### src/rtl/mvx_pkg.sv
package mvx_pkg;
  typedef enum logic {
    MODE_FULL  = 1'b0,
    MODE_DENSE = 1'b1
  } mvx_mode_e;
endpackage

### src/rtl/mvx_mask_reg.sv
module mvx_mask_reg #(
  parameter int VLMAX = 16
) (
  input  logic             clk,
  input  logic             rst_n,
  input  logic             hold_i,
  input  logic             fill_i,
  input  logic             load_i,
  input  logic [VLMAX-1:0] cmp_i,
  output logic [VLMAX-1:0] mask_o
);
  logic [VLMAX-1:0] mask_q, mask_d;
  logic             mask_en;

  // fill takes priority over a compare load
  assign mask_en = ~hold_i & (fill_i | load_i);

  always_comb begin
    mask_d = mask_q;
    if (fill_i)      mask_d = '1;
    else if (load_i) mask_d = cmp_i;
  end

  always_ff @(posedge clk or negedge rst_n) begin
    if (!rst_n)       mask_q <= '1;
    else if (mask_en) mask_q <= mask_d;
  end

  assign mask_o = mask_q;
endmodule

### src/rtl/mvx_pick.sv
module mvx_pick #(
  parameter int VLMAX = 16,
  parameter int IDX_W = 4,
  parameter int LEN_W = 5
) (
  input  logic [VLMAX-1:0] elig_i,
  input  logic [LEN_W-1:0] from_i,
  input  logic [LEN_W-1:0] len_i,
  input  logic             dense_i,
  output logic             found_o,
  output logic [IDX_W-1:0] idx_o,
  output logic             wen_o
);
  import mvx_pkg::*;

  logic             scan_hit;
  logic [IDX_W-1:0] scan_idx;
  logic             seq_hit;
  logic [IDX_W-1:0] seq_idx;

  // lowest enabled element at or above the search base
  always_comb begin
    scan_hit = 1'b0;
    scan_idx = '0;
    for (int i = VLMAX - 1; i >= 0; i--) begin
      if (elig_i[i] && (i >= int'(from_i))) begin
        scan_hit = 1'b1;
        scan_idx = IDX_W'(i);
      end
    end
  end

  assign seq_hit = (from_i < len_i);
  assign seq_idx = from_i[IDX_W-1:0];

  always_comb begin
    if (mvx_mode_e'(dense_i) == MODE_DENSE) begin
      found_o = scan_hit;
      idx_o   = scan_idx;
      wen_o   = scan_hit;
    end else begin
      found_o = seq_hit;
      idx_o   = seq_idx;
      wen_o   = seq_hit & elig_i[seq_idx];
    end
  end
endmodule

### src/rtl/mvx_seq.sv
module mvx_seq #(
  parameter int VLMAX = 16,
  localparam int IDX_W = $clog2(VLMAX),
  localparam int LEN_W = $clog2(VLMAX + 1)
) (
  input  logic             clk,
  input  logic             rst_n,
  input  logic             start_i,
  input  logic             dense_i,
  input  logic [LEN_W-1:0] vlen_i,
  input  logic             fill_i,
  input  logic             cmp_load_i,
  input  logic [VLMAX-1:0] cmp_res_i,
  output logic [VLMAX-1:0] mask_o,
  output logic             busy_o,
  output logic             elem_vld_o,
  output logic [IDX_W-1:0] elem_idx_o,
  output logic             wr_en_o,
  output logic             done_o
);
  logic             vld_q, vld_d;
  logic [IDX_W-1:0] idx_q, idx_d;
  logic             wen_q, wen_d;
  logic             done_q, done_d;
  logic [LEN_W-1:0] len_q;
  logic             mode_q;
  logic [VLMAX-1:0] elig_q;

  logic [LEN_W-1:0] len_clamp;
  logic [VLMAX-1:0] len_bits;
  logic [VLMAX-1:0] elig_new;
  logic             accept, go;
  logic [VLMAX-1:0] sel_elig;
  logic [LEN_W-1:0] sel_from, sel_len;
  logic             sel_mode;
  logic             p_found, p_wen;
  logic [IDX_W-1:0] p_idx;

  mvx_mask_reg #(.VLMAX(VLMAX)) u_mask (
    .clk    (clk),
    .rst_n  (rst_n),
    .hold_i (vld_q),
    .fill_i (fill_i),
    .load_i (cmp_load_i),
    .cmp_i  (cmp_res_i),
    .mask_o (mask_o)
  );

  assign len_clamp = (vlen_i > LEN_W'(VLMAX)) ? LEN_W'(VLMAX) : vlen_i;

  for (genvar g = 0; g < VLMAX; g++) begin : g_len
    assign len_bits[g] = (LEN_W'(g) < len_clamp);
  end

  assign elig_new = mask_o & len_bits;
  assign accept   = start_i & ~vld_q;
  assign go       = accept | vld_q;

  assign sel_elig = accept ? elig_new  : elig_q;
  assign sel_len  = accept ? len_clamp : len_q;
  assign sel_mode = accept ? dense_i   : mode_q;
  assign sel_from = accept ? '0 : (LEN_W'(idx_q) + LEN_W'(1));

  mvx_pick #(.VLMAX(VLMAX), .IDX_W(IDX_W), .LEN_W(LEN_W)) u_pick (
    .elig_i  (sel_elig),
    .from_i  (sel_from),
    .len_i   (sel_len),
    .dense_i (sel_mode),
    .found_o (p_found),
    .idx_o   (p_idx),
    .wen_o   (p_wen)
  );

  always_comb begin
    vld_d  = go & p_found;
    idx_d  = p_found ? p_idx : idx_q;
    wen_d  = go & p_found & p_wen;
    done_d = go & ~p_found;
  end

  always_ff @(posedge clk or negedge rst_n) begin
    if (!rst_n) begin
      vld_q  <= 1'b0;
      idx_q  <= '0;
      wen_q  <= 1'b0;
      done_q <= 1'b0;
    end else begin
      vld_q  <= vld_d;
      idx_q  <= idx_d;
      wen_q  <= wen_d;
      done_q <= done_d;
    end
  end

  always_ff @(posedge clk or negedge rst_n) begin
    if (!rst_n) begin
      len_q  <= '0;
      mode_q <= 1'b0;
      elig_q <= '0;
    end else if (accept) begin
      len_q  <= len_clamp;
      mode_q <= dense_i;
      elig_q <= elig_new;
    end
  end

  assign busy_o     = vld_q;
  assign elem_vld_o = vld_q;
  assign elem_idx_o = idx_q;
  assign wr_en_o    = wen_q;
  assign done_o     = done_q;
endmodule

### config.mk
export PLATFORM = sky130hd
export DESIGN_NAME = mvx_seq
export DESIGN_NICKNAME = d
export VERILOG_FILES = /design/src/rtl/mvx_pkg.sv /design/src/rtl/mvx_mask_reg.sv /design/src/rtl/mvx_pick.sv /design/src/rtl/mvx_seq.sv
export SDC_FILE = /design/constraint.sdc
export NUM_CORES = 1
export LEC_CHECK = 0
export BUFFER_PORTS_ARGS = -buffer_cell sky130_fd_sc_hd__buf_2
export CAP_MARGIN = 25
export CORE_ASPECT_RATIO = 0.8
export CORE_MARGIN = 8
export CORE_UTILIZATION = 62
export DETAILED_ROUTE_END_ITERATION = 12
export PLACE_DENSITY = 0.9
export SYNTH_ARGS = -nofsm -noshare
export SYNTH_HDL_FRONTEND = slang
export SYNTH_SLANG_ARGS = --single-unit
### constraint.sdc
create_clock -name clk -period 6.1 [get_ports clk]
set_clock_uncertainty 0.15 [all_clocks]
set_input_delay 0.61 -clock clk [delete_from_list [all_inputs] [get_ports clk]]
set_output_delay 0.61 -clock clk [all_outputs]
set_load 0.005 [all_outputs]
======== Yosys cells after proc, flatten, opt, wreduce, memory -nomap -nowiden ========
Index checks and enable logic that the tools add are counted.
W data, S select, Z words.
word-level totals
  register bits ........................... 45
  input port bits ......................... 27
  word-level logic and storage cells ...... 117
  output and inout bits ................... 24
cells by class
  bitwise operators ....................... 11
  order comparisons ....................... 35
  muxes and demuxes ....................... 44
  $add $sub $neg .......................... 1
  reduce and logical (&&, ||, !) cells .... 18
operator list
  kind                   number
  $mux W4                17
  $mux W16               3
  $ge A4 B5 Y1 const A   8
  $lt A4 B5 Y1 const A   8
  $ge A3 B5 Y1 const A   4
  $lt A3 B5 Y1 const A   4
  $mux W1                20
  $and A16 B16 Y16       1
  $logic_and A1 B1 Y1    16
  $mux W5                3
  $ge A1 B5 Y1 const A   2
  $ge A2 B5 Y1 const A   2
  $lt A1 B5 Y1 const A   2
  $lt A2 B5 Y1 const A   2
  $and A1 B1 Y1          6
  $add A4 B1 Y5 const B  1
  $gt A5 B5 Y1 const B   1
  $lt A4 B5 Y1 const B   1
  $lt A5 B5 Y1           1
  $bmux W1 S4            1
  $not A1 Y1             2
  $or A1 B1 Y1           2
  $reduce_and A2 Y1      1
  $reduce_bool A2 Y1     1

======== Logic depth before layout (Yosys ltp) ========
Gate-level depths: netlist of the first run.
  depth in word-level cells ............... 25
  gate-level depth with buffers ........... 17
  depth with buffers taken out ............ 12

======== Cells and area by module ========
Synthesis of the first run repeated with hierarchy kept, for this count alone.
second synthesis, totals
  cells, all modules ...................... 338
  area, all modules ....................... 3158.0 sq um
modules (own cells, without submodules)
  module        sequential area each (sq um)  area each (sq um)  cells each  times used
  mvx_seq       725.7                         1347.5             139         1
  mvx_mask_reg  420.4                         1054.8             90          1
  mvx_pick      0.0                           755.7              109         1

======== Worst setup path after synthesis of the first run ========
No wires, ideal clock.
  kind .................................... input to register
  start point ............................. input start_i
  end point ............................... register idx_q[1] (netlist: elem_idx_o[1])
  buffers on the path ..................... 5
  data required time ...................... 5.825 ns
  arrival time ............................ 3.317 ns
  library setup time ...................... 0.125 ns
  cell stages on the path ................. 17
  slack ................................... 2.508 ns
  cells stage by stage .................... buf_4 nand2b_2 buf_6 buf_4 buf_2 buf_1 nand2_1 o21ai_0 inv_1 ha_1 inv_1 a311oi_1 o21a_1 o21a_1 o21ai_0 a21o_4 mux2_4
on the way
  elaborated cells between the ends (all ways) .. 72
  classes of those cells .................. order compare (17); mux (38); bitwise (1); reduce/logical (16)
RTL lines
  element                 line            text
  start: declaration      mvx_seq.sv:8    input logic start_i,
  $and A1 B1 Y1           mvx_seq.sv:56   assign accept = start_i & ~vld_q;
  $mux W5                 --
  via sel_len[1]          mvx_seq.sv:34   logic [LEN_W-1:0] sel_from, sel_len;
  $lt A5 B5 Y1            mvx_pick.sv:33  assign seq_hit = (from_i < len_i);
  $mux W1                 mvx_pick.sv:37  if (mvx_mode_e'(dense_i) == MODE_DENSE) begin
  end signal: assignment  mvx_seq.sv:89   idx_q <= idx_d;
  end: declaration        mvx_seq.sv:22   logic [IDX_W-1:0] idx_q, idx_d;
The timed path passes the listed nets, and every way through them passes these cells.
A chain may end at the register's enable or synchronous reset.

======== Worst setup path after layout of the first run ========
  start point ............................. register vld_q (netlist: busy_o)
  end point ............................... register idx_q[1] (netlist: elem_idx_o[1])
on the way
  cells in the longest elaborated chain, start to end .. 22
  elaborated cells between the ends (all ways) .. 73
  classes of those cells .................. order compare (17); mux (38); bitwise (2); reduce/logical (16)
RTL lines
  element                                            line            text
  start: declaration                                 mvx_seq.sv:21   logic vld_q, vld_d;
  start signal: assignment                           mvx_seq.sv:88   vld_q <= vld_d;
  $not A1 Y1 (*)                                     mvx_seq.sv:56
  $and A1 B1 Y1 (*)                                  mvx_seq.sv:56
  $mux W5                                            mvx_seq.sv:62   assign sel_from = accept ? '0 : (LEN_W'(idx_q) + LEN_W'(1));
  $ge A4 B5 Y1                                       mvx_pick.sv:26  if (elig_i[i] && (i >= int'(from_i))) begin
  $logic_and A1 B1 Y1                                mvx_pick.sv:26
  $mux W4 or $mux W1 (tied branches) (16 in series)  mvx_pick.sv:26
  $mux W4 or $mux W1 (tied branches)                 mvx_pick.sv:37
Mark *: on every way between the ends. The rest lies on a longest branch, timed or not.

==> results_dict.tcl, run 1 <==
set metrics [dict create \
    setup_violations 0 \
    clk_latency_ps 300 \
    cp_data_arrival_time_ps 3820 \
    r2r_cells 11 \
    worst-setup-path-type "register to register" \
    grt_max_degree 46 \
    outcome "finished, final reports clean" \
    r2r_slack_ps 2320 \
    post-route-min-period_ps 3780 \
    clk_pin_slew_ps 80 \
    instances_no_fill 452 \
    synthToLayoutAreaGrowth_pct 7.65 \
    cp.depth 11 \
    row_count 23 \
    ys_types 79 \
    numCtsBuffers 5 \
    cts_setup_buffers 0 \
    hpwl_um 6610 \
    nFillCells 384 \
    p_leak_nw 1.60 \
    ys.flop_type "dfrtp_1" \
    clk_path_buf_depth 2 \
    cts_max_level 2 \
    initialDrtViolationCount 339 \
    fmax_ghz 0.264 \
    portBuffers 50 \
    final_nets 421 \
    multi_input_comb_area_mm2 0.00181 \
    power.density_mw_per_mm2 611 \
    antenna_found_initial 0 \
    busiest_layer "met2" \
    drive_gt1_share_pct 24.6 \
    io_pins 51 \
    hold_viol 0 \
    synth_seq_area_share_pct 35.6 \
    use_met1_pct 30.2 \
    placedCellCount 443 \
    crit_family "compound AO/OA/AOI/OAI gates" \
    cp_cell_sequence "nand2b_2 > nand2_1 > inv_1 > ha_1 > inv_1 > a311oi_1 > o21a_1 > o21a_1 > o21ai_0 > a21o_4 > mux2_4" \
    final_cell_area_mm2 0.00347 \
    grt_use_total_pct 22.5 \
    cts-root-buf "clkbuf_8" \
    cp-start-kind "register" \
    rsz0062_at_grt "no" \
    routed_wl_um 8920 \
    grt_remaining_overflow 0 \
    place_congestion 0.992 \
    ctsHoldBuffers 0 \
    n_antenna_cell 0 \
    worst_pin_slew_ps 820 \
    cts.repair.resized 0 \
    grt_first_pass_wirelength_um 14500 \
    viasPerCell 6.66 \
    worst_path_max_delay_cell "nand2b_2" \
    fp.dieW_um 96.6 \
    cpPeakStageDelay_ps 750 \
    crit_buf_inv 2 \
    synth_top_area_share_pct 22.5 \
    via_count 3012 \
    cp-end-kind "register" \
    wl_per_cell_um 19.7 \
    peakVddDrop_mv 0.389 \
    syn_avg_cell_area_um2 9.03 \
    ant_nets 0 \
    cts_sinks 45 \
    cap_violations 0 \
    die_height_um 80.5 \
    drt_first_pass_iters 5 \
    power_w 0.00212 \
    slew_viol_final 0 \
    crit_path_max_fanout 42 \
    synth-edff-count 0 \
    timing.hold.ws_ps 146 \
    coreArea_mm2 0.00501 \
    grt_pass1_vias 2809 \
    synth_top_cell_by_area "dfrtp_1" \
    hp-class "input pin to asynchronous set/reset pin" \
    grtUsageMet2_pct 34.7 \
    critPathRequiredTime_ps 6140 \
    fin_crit_sh_pct 62.0 \
    yosys-top-cells-area "dfrtp_1, dfstp_2, o21ai_0" \
    max_slew_margin_pct 45.3 \
    syn-num-nets 389 \
    ys_ff_latch 45 \
    ys_warn_count 0 \
    postSynthCellCount 357 \
    seqCellArea_mm2 0.00115 \
    netlist_area_mm2 0.00322 \
    setup_tns_ps 0 \
    tritoncts "built" \
    initial_core_util_pct 64.4 \
    die_area_mm2 0.00778 \
    drc 0 \
    place_area_mm2 0.00336 \
    grtUsageMet3_pct 5.48 \
    async_flop_share_pct 100 \
]
==> cell families (layout without fill, tap and decap cells) <==
group	Yosys count	after routing	synth area share (%)
and+or+nand+nor	116	116	18.8
muxes	8	8	3.14
xor gates and xnor gates	3	3	1.05
AOI/OAI and AO/OA	136	136	31.4
DFF	45	45	35.6
buffers and inverters	44	77	8.15
adders and majority gates	5	5	1.94
==> final cells by class <==
cell class              instances  share of cell area, %
multi-input cells             268                   52.3
flip-flops and latches         45                   33.0
repair buffers                 52                   8.01
clock buffers                   8                   2.60
well taps                      62                   2.24
inverters                      17                   1.84
==> sequential cells by signal, indices dropped and copies added, names as in the netlist <==
name / cells
wr_en_o: 1
u_mask.mask_o: 16
mode_q: 1
done_o: 1
elem_idx_o: 4
len_q: 5
busy_o: 1
elig_q: 16
==> report_power, final <==
group	internal (W)	switching, W
Sequential	0.000485	0.000172
Clock	0.0000925	0.0000982
Combinational	0.000543	0.000731
==> path summary, 6_finish.rpt <==
| kind | start | endpoint |
|---|---|---|
| worst max-delay path | busy_o$_DFF_PN0_ | elem_idx_o[1]$_DFFE_PN0P_ |
| worst max register to register | busy_o$_DFF_PN0_ | elem_idx_o[1]$_DFFE_PN0P_ |
| worst min register to register | len_q[0]$_DFF_PN0_ | len_q[0]$_DFF_PN0_ |
| worst min-delay path | rst_n | u_mask.mask_o[9]$_DFFE_PN1P_ |
| max in group asynchronous | rst_n | u_mask.mask_o[4]$_DFFE_PN1P_ |
| min in group clk | len_q[0]$_DFF_PN0_ | len_q[0]$_DFF_PN0_ |
==> cell usage after synthesis (6+ instances only) <==
cell type / n
dfrtp_1: 29
a21oi_1: 14
o21a_1: 6
buf_2: 6
o21ai_0: 35
buf_6: 9
nand2b_1: 10
a21o_1: 9
inv_1: 17
dfstp_2: 16
nor3_1: 6
nand2_1: 39
buf_4: 6
nor2_1: 28
==> cells in the final DEF, fill, tap and decap left out, types with 3 or more instances in the layout <==
cell      count
ha_1          5
o211ai_1      5
nand2_1      39
and2_1        3
nor2_1       28
o311ai_0      3
o31ai_1       5
dfstp_2      16
o21ai_0      35
dfrtp_1      29
mux2i_1       5
a21oi_1      14
nand3b_1      3
nand2b_1     10
nand3_1       5
o31a_1        3
o21ai_1       3
nor3_1        6
a21boi_0      3
and3_1        3
inv_1        17
o21a_1        6
clkbuf_8      6
a31oi_1       5
buf_2        50
a21o_1        9
a41o_1        3
a211oi_1      5
o211a_1       3
==> routing by layer <==
layer / vias to the layer above / share of wire (%)
li1: 1376 / -
met1: 1437 / 43
met2: 178 / 46
met3: 21 / 10
met4: 0 / 1.8
met5: - / 0
==> stage by stage <==
step / utilization (%) / setup slack, ps
after floorplan: - / 2510
after global placement: 67.1 / 2460
after detailed placement: 67.1 / 2340
after CTS: 68.9 / 2370
after global routing: 69.3 / 2010
final: 69.3 / 2320
(Power assumes the default switching activity.)
==> run 2, diff against run 1 <==
--- a/config.mk
+++ b/config.mk
@@ -9,9 +9,9 @@
 export CAP_MARGIN = 25
 export CORE_ASPECT_RATIO = 0.8
 export CORE_MARGIN = 8
-export CORE_UTILIZATION = 62
+export CORE_UTILIZATION = 52
 export DETAILED_ROUTE_END_ITERATION = 12
-export PLACE_DENSITY = 0.9
+export PLACE_DENSITY = 0.81
 export SYNTH_ARGS = -nofsm -noshare
 export SYNTH_HDL_FRONTEND = slang
 export SYNTH_SLANG_ARGS = --single-unit
==> constraint.sdc (replaced) <==
create_clock -name clk -period 3.3 [get_ports clk]
set_clock_uncertainty 0.15 [all_clocks]
set_input_delay 0.33 -clock clk [delete_from_list [all_inputs] [get_ports clk]]
set_output_delay 0.33 -clock clk [all_outputs]
set_load 0.005 [all_outputs]
==> results_dict.tcl, run 2 (synthesis gave the netlist of run 1 again) <==
set metrics [dict create \
    post-place-ws_ps 295 \
    post-route-min-period_ps 3090 \
    coreArea_mm2 0.00594 \
    io_pins 51 \
    cts-root-buf "clkbuf_8" \
    critPathRequiredTime_ps 3340 \
    tritoncts "built" \
    row_count 25 \
    cts.repair.resized 0 \
    numCtsBuffers 5 \
    p_leak_nw 1.66 \
    viasPerCell 6.08 \
    initialDrtViolationCount 233 \
    worst_pin_slew_ps 977 \
    antenna_found_initial 0 \
    grt_first_pass_wirelength_um 14900 \
    clk_pin_slew_ps 90 \
    max_slew_margin_pct 34.8 \
    outcome "finished, final reports clean" \
    utilization_pct 60.6 \
    cp-end-kind "register" \
    power.density_mw_per_mm2 1110 \
    clk_path_buf_depth 2 \
    ant_nets 0 \
    fmax_ghz 0.324 \
    hold_viol 0 \
    synthToLayoutAreaGrowth_pct 11.8 \
    grt_pass1_vias 2974 \
    wl_per_cell_um 18.5 \
    cp-start-kind "register" \
    place_area_mm2 0.00348 \
    drc 0 \
    hpwl_um 6760 \
    setup_violations 0 \
    final_cell_area_mm2 0.00360 \
    cts_sinks 45 \
    worst-setup-path-type "register to register" \
    rsz0062_at_grt "no" \
    fin_crit_sh_pct 93.6 \
    cp_cell_sequence "ha_1 > nand2b_1 > o211a_1 > a211o_1 > nor4_4 > a41oi_2 > a21o_4 > mux2_4" \
    cts_max_level 2 \
    grt_remaining_overflow 0 \
    nFillCells 529 \
    setup_tns_ps 0 \
    final_cell_mix "buf_2, nand2_1, o21ai_0, dfrtp_1, nor2_1" \
    peakVddDrop_mv 0.683 \
    initial_core_util_pct 54.2 \
    worst_path_max_delay_cell "ha_1" \
    crit_path_max_fanout 14 \
    clk_latency_ps 300 \
    die_height_um 86.4 \
    grt_use_total_pct 20.1 \
    placedCellCount 475 \
    die_area_mm2 0.00899 \
    cap_violations 0 \
    n_antenna_cell 0 \
    instances_no_fill 485 \
    drt_first_pass_iters 6 \
    portBuffers 50 \
    slew_viol_final 0 \
    final_nets 435 \
    setup_ws_ps 212 \
    final_common_cell "buf_2" \
    routed_wl_um 8960 \
    hp-class "input pin to register" \
    cpPeakStageDelay_ps 570 \
    via_count 2950 \
    grt_max_degree 46 \
    fp.dieW_um 104 \
    cp_data_arrival_time_ps 3130 \
    place_congestion 0.944 \
    drive_gt1_share_pct 27.5 \
]
==> run 2: cell count changes in the layout (fill, tap and decap cells not counted), sizes merged <==
cell / delta
clkinvlp: +2
buf: +13
dlygate4sd3: +1
clkbuf: -2
==> run 2: per-stage QoR <==
step	hold slack [ps]	total power [W]
after floorplan	-116	0.00293
after global placement	320	0.00358
after detailed placement	321	0.00360
after CTS	84.4	0.00397
after global routing	121	0.00431
final	110	0.00401
==> run 2: cell type report <==
cell class                      count  area (um^2)  share of cell area, %
Tap cell                           81          101                   2.81
Clock inverter                      2         15.0                  0.417
Multi-Input combinational cell    268         1820                   50.5
Timing Repair Buffer               66          385                   10.7
Inverter                           17         63.8                   1.77
Sequential cell                    45         1150                   31.8
Clock buffer                        6         72.6                   2.01
==> run 2: per-layer routing <==
metal  global-route usage, %  up-vias  part of all wire (%)
met1                    26.4     1417                    46
met4                    6.16        0                   1.7
met2                    32.2      116                    45
li1                        -     1399                     -
met5                       0        -                     0
met3                    4.60       18                   7.7
==> run 2: power by group <==
part           total, W  switching (W)  internal, W
Sequential      0.00111       0.000215     0.000898
Combinational   0.00255        0.00147      0.00108
Clock          0.000350       0.000200     0.000150
==> run 2: final timing paths <==
check	slack, ps	cells after the start	startpoint	to
worst max-delay path	210	8	elem_idx_o[1]$_DFFE_PN0P_	elem_idx_o[1]$_DFFE_PN0P_
worst min-delay path	110	3	cmp_res_i[9]	u_mask.mask_o[9]$_DFFE_PN1P_
worst max register to register	210	8	elem_idx_o[1]$_DFFE_PN0P_	elem_idx_o[1]$_DFFE_PN0P_
worst min register to register	340	1	len_q[0]$_DFF_PN0_	len_q[0]$_DFF_PN0_
max in group asynchronous	2270	3	rst_n	u_mask.mask_o[2]$_DFFE_PN1P_
min in group asynchronous	420	2	rst_n	u_mask.mask_o[9]$_DFFE_PN1P_
==> run 2: what timing repair did <==
item	in CTS	in global routing
hold buffers	0	1
setup buffers	0	0
endpoints found under the hold margin	0	33
endpoints found under the setup margin	0	0
==> run 2: worst max-delay path, delay by kind of cell (launching register included) <==
kind / cells / cell delay [ps]
AND/OR/NAND/NOR: 2 / 500
adder cells (fa/ha/maj): 1 / 570
flip-flops: 1 / 400
AO/OA/AOI/OAI: 4 / 1070
multiplexers: 1 / 300
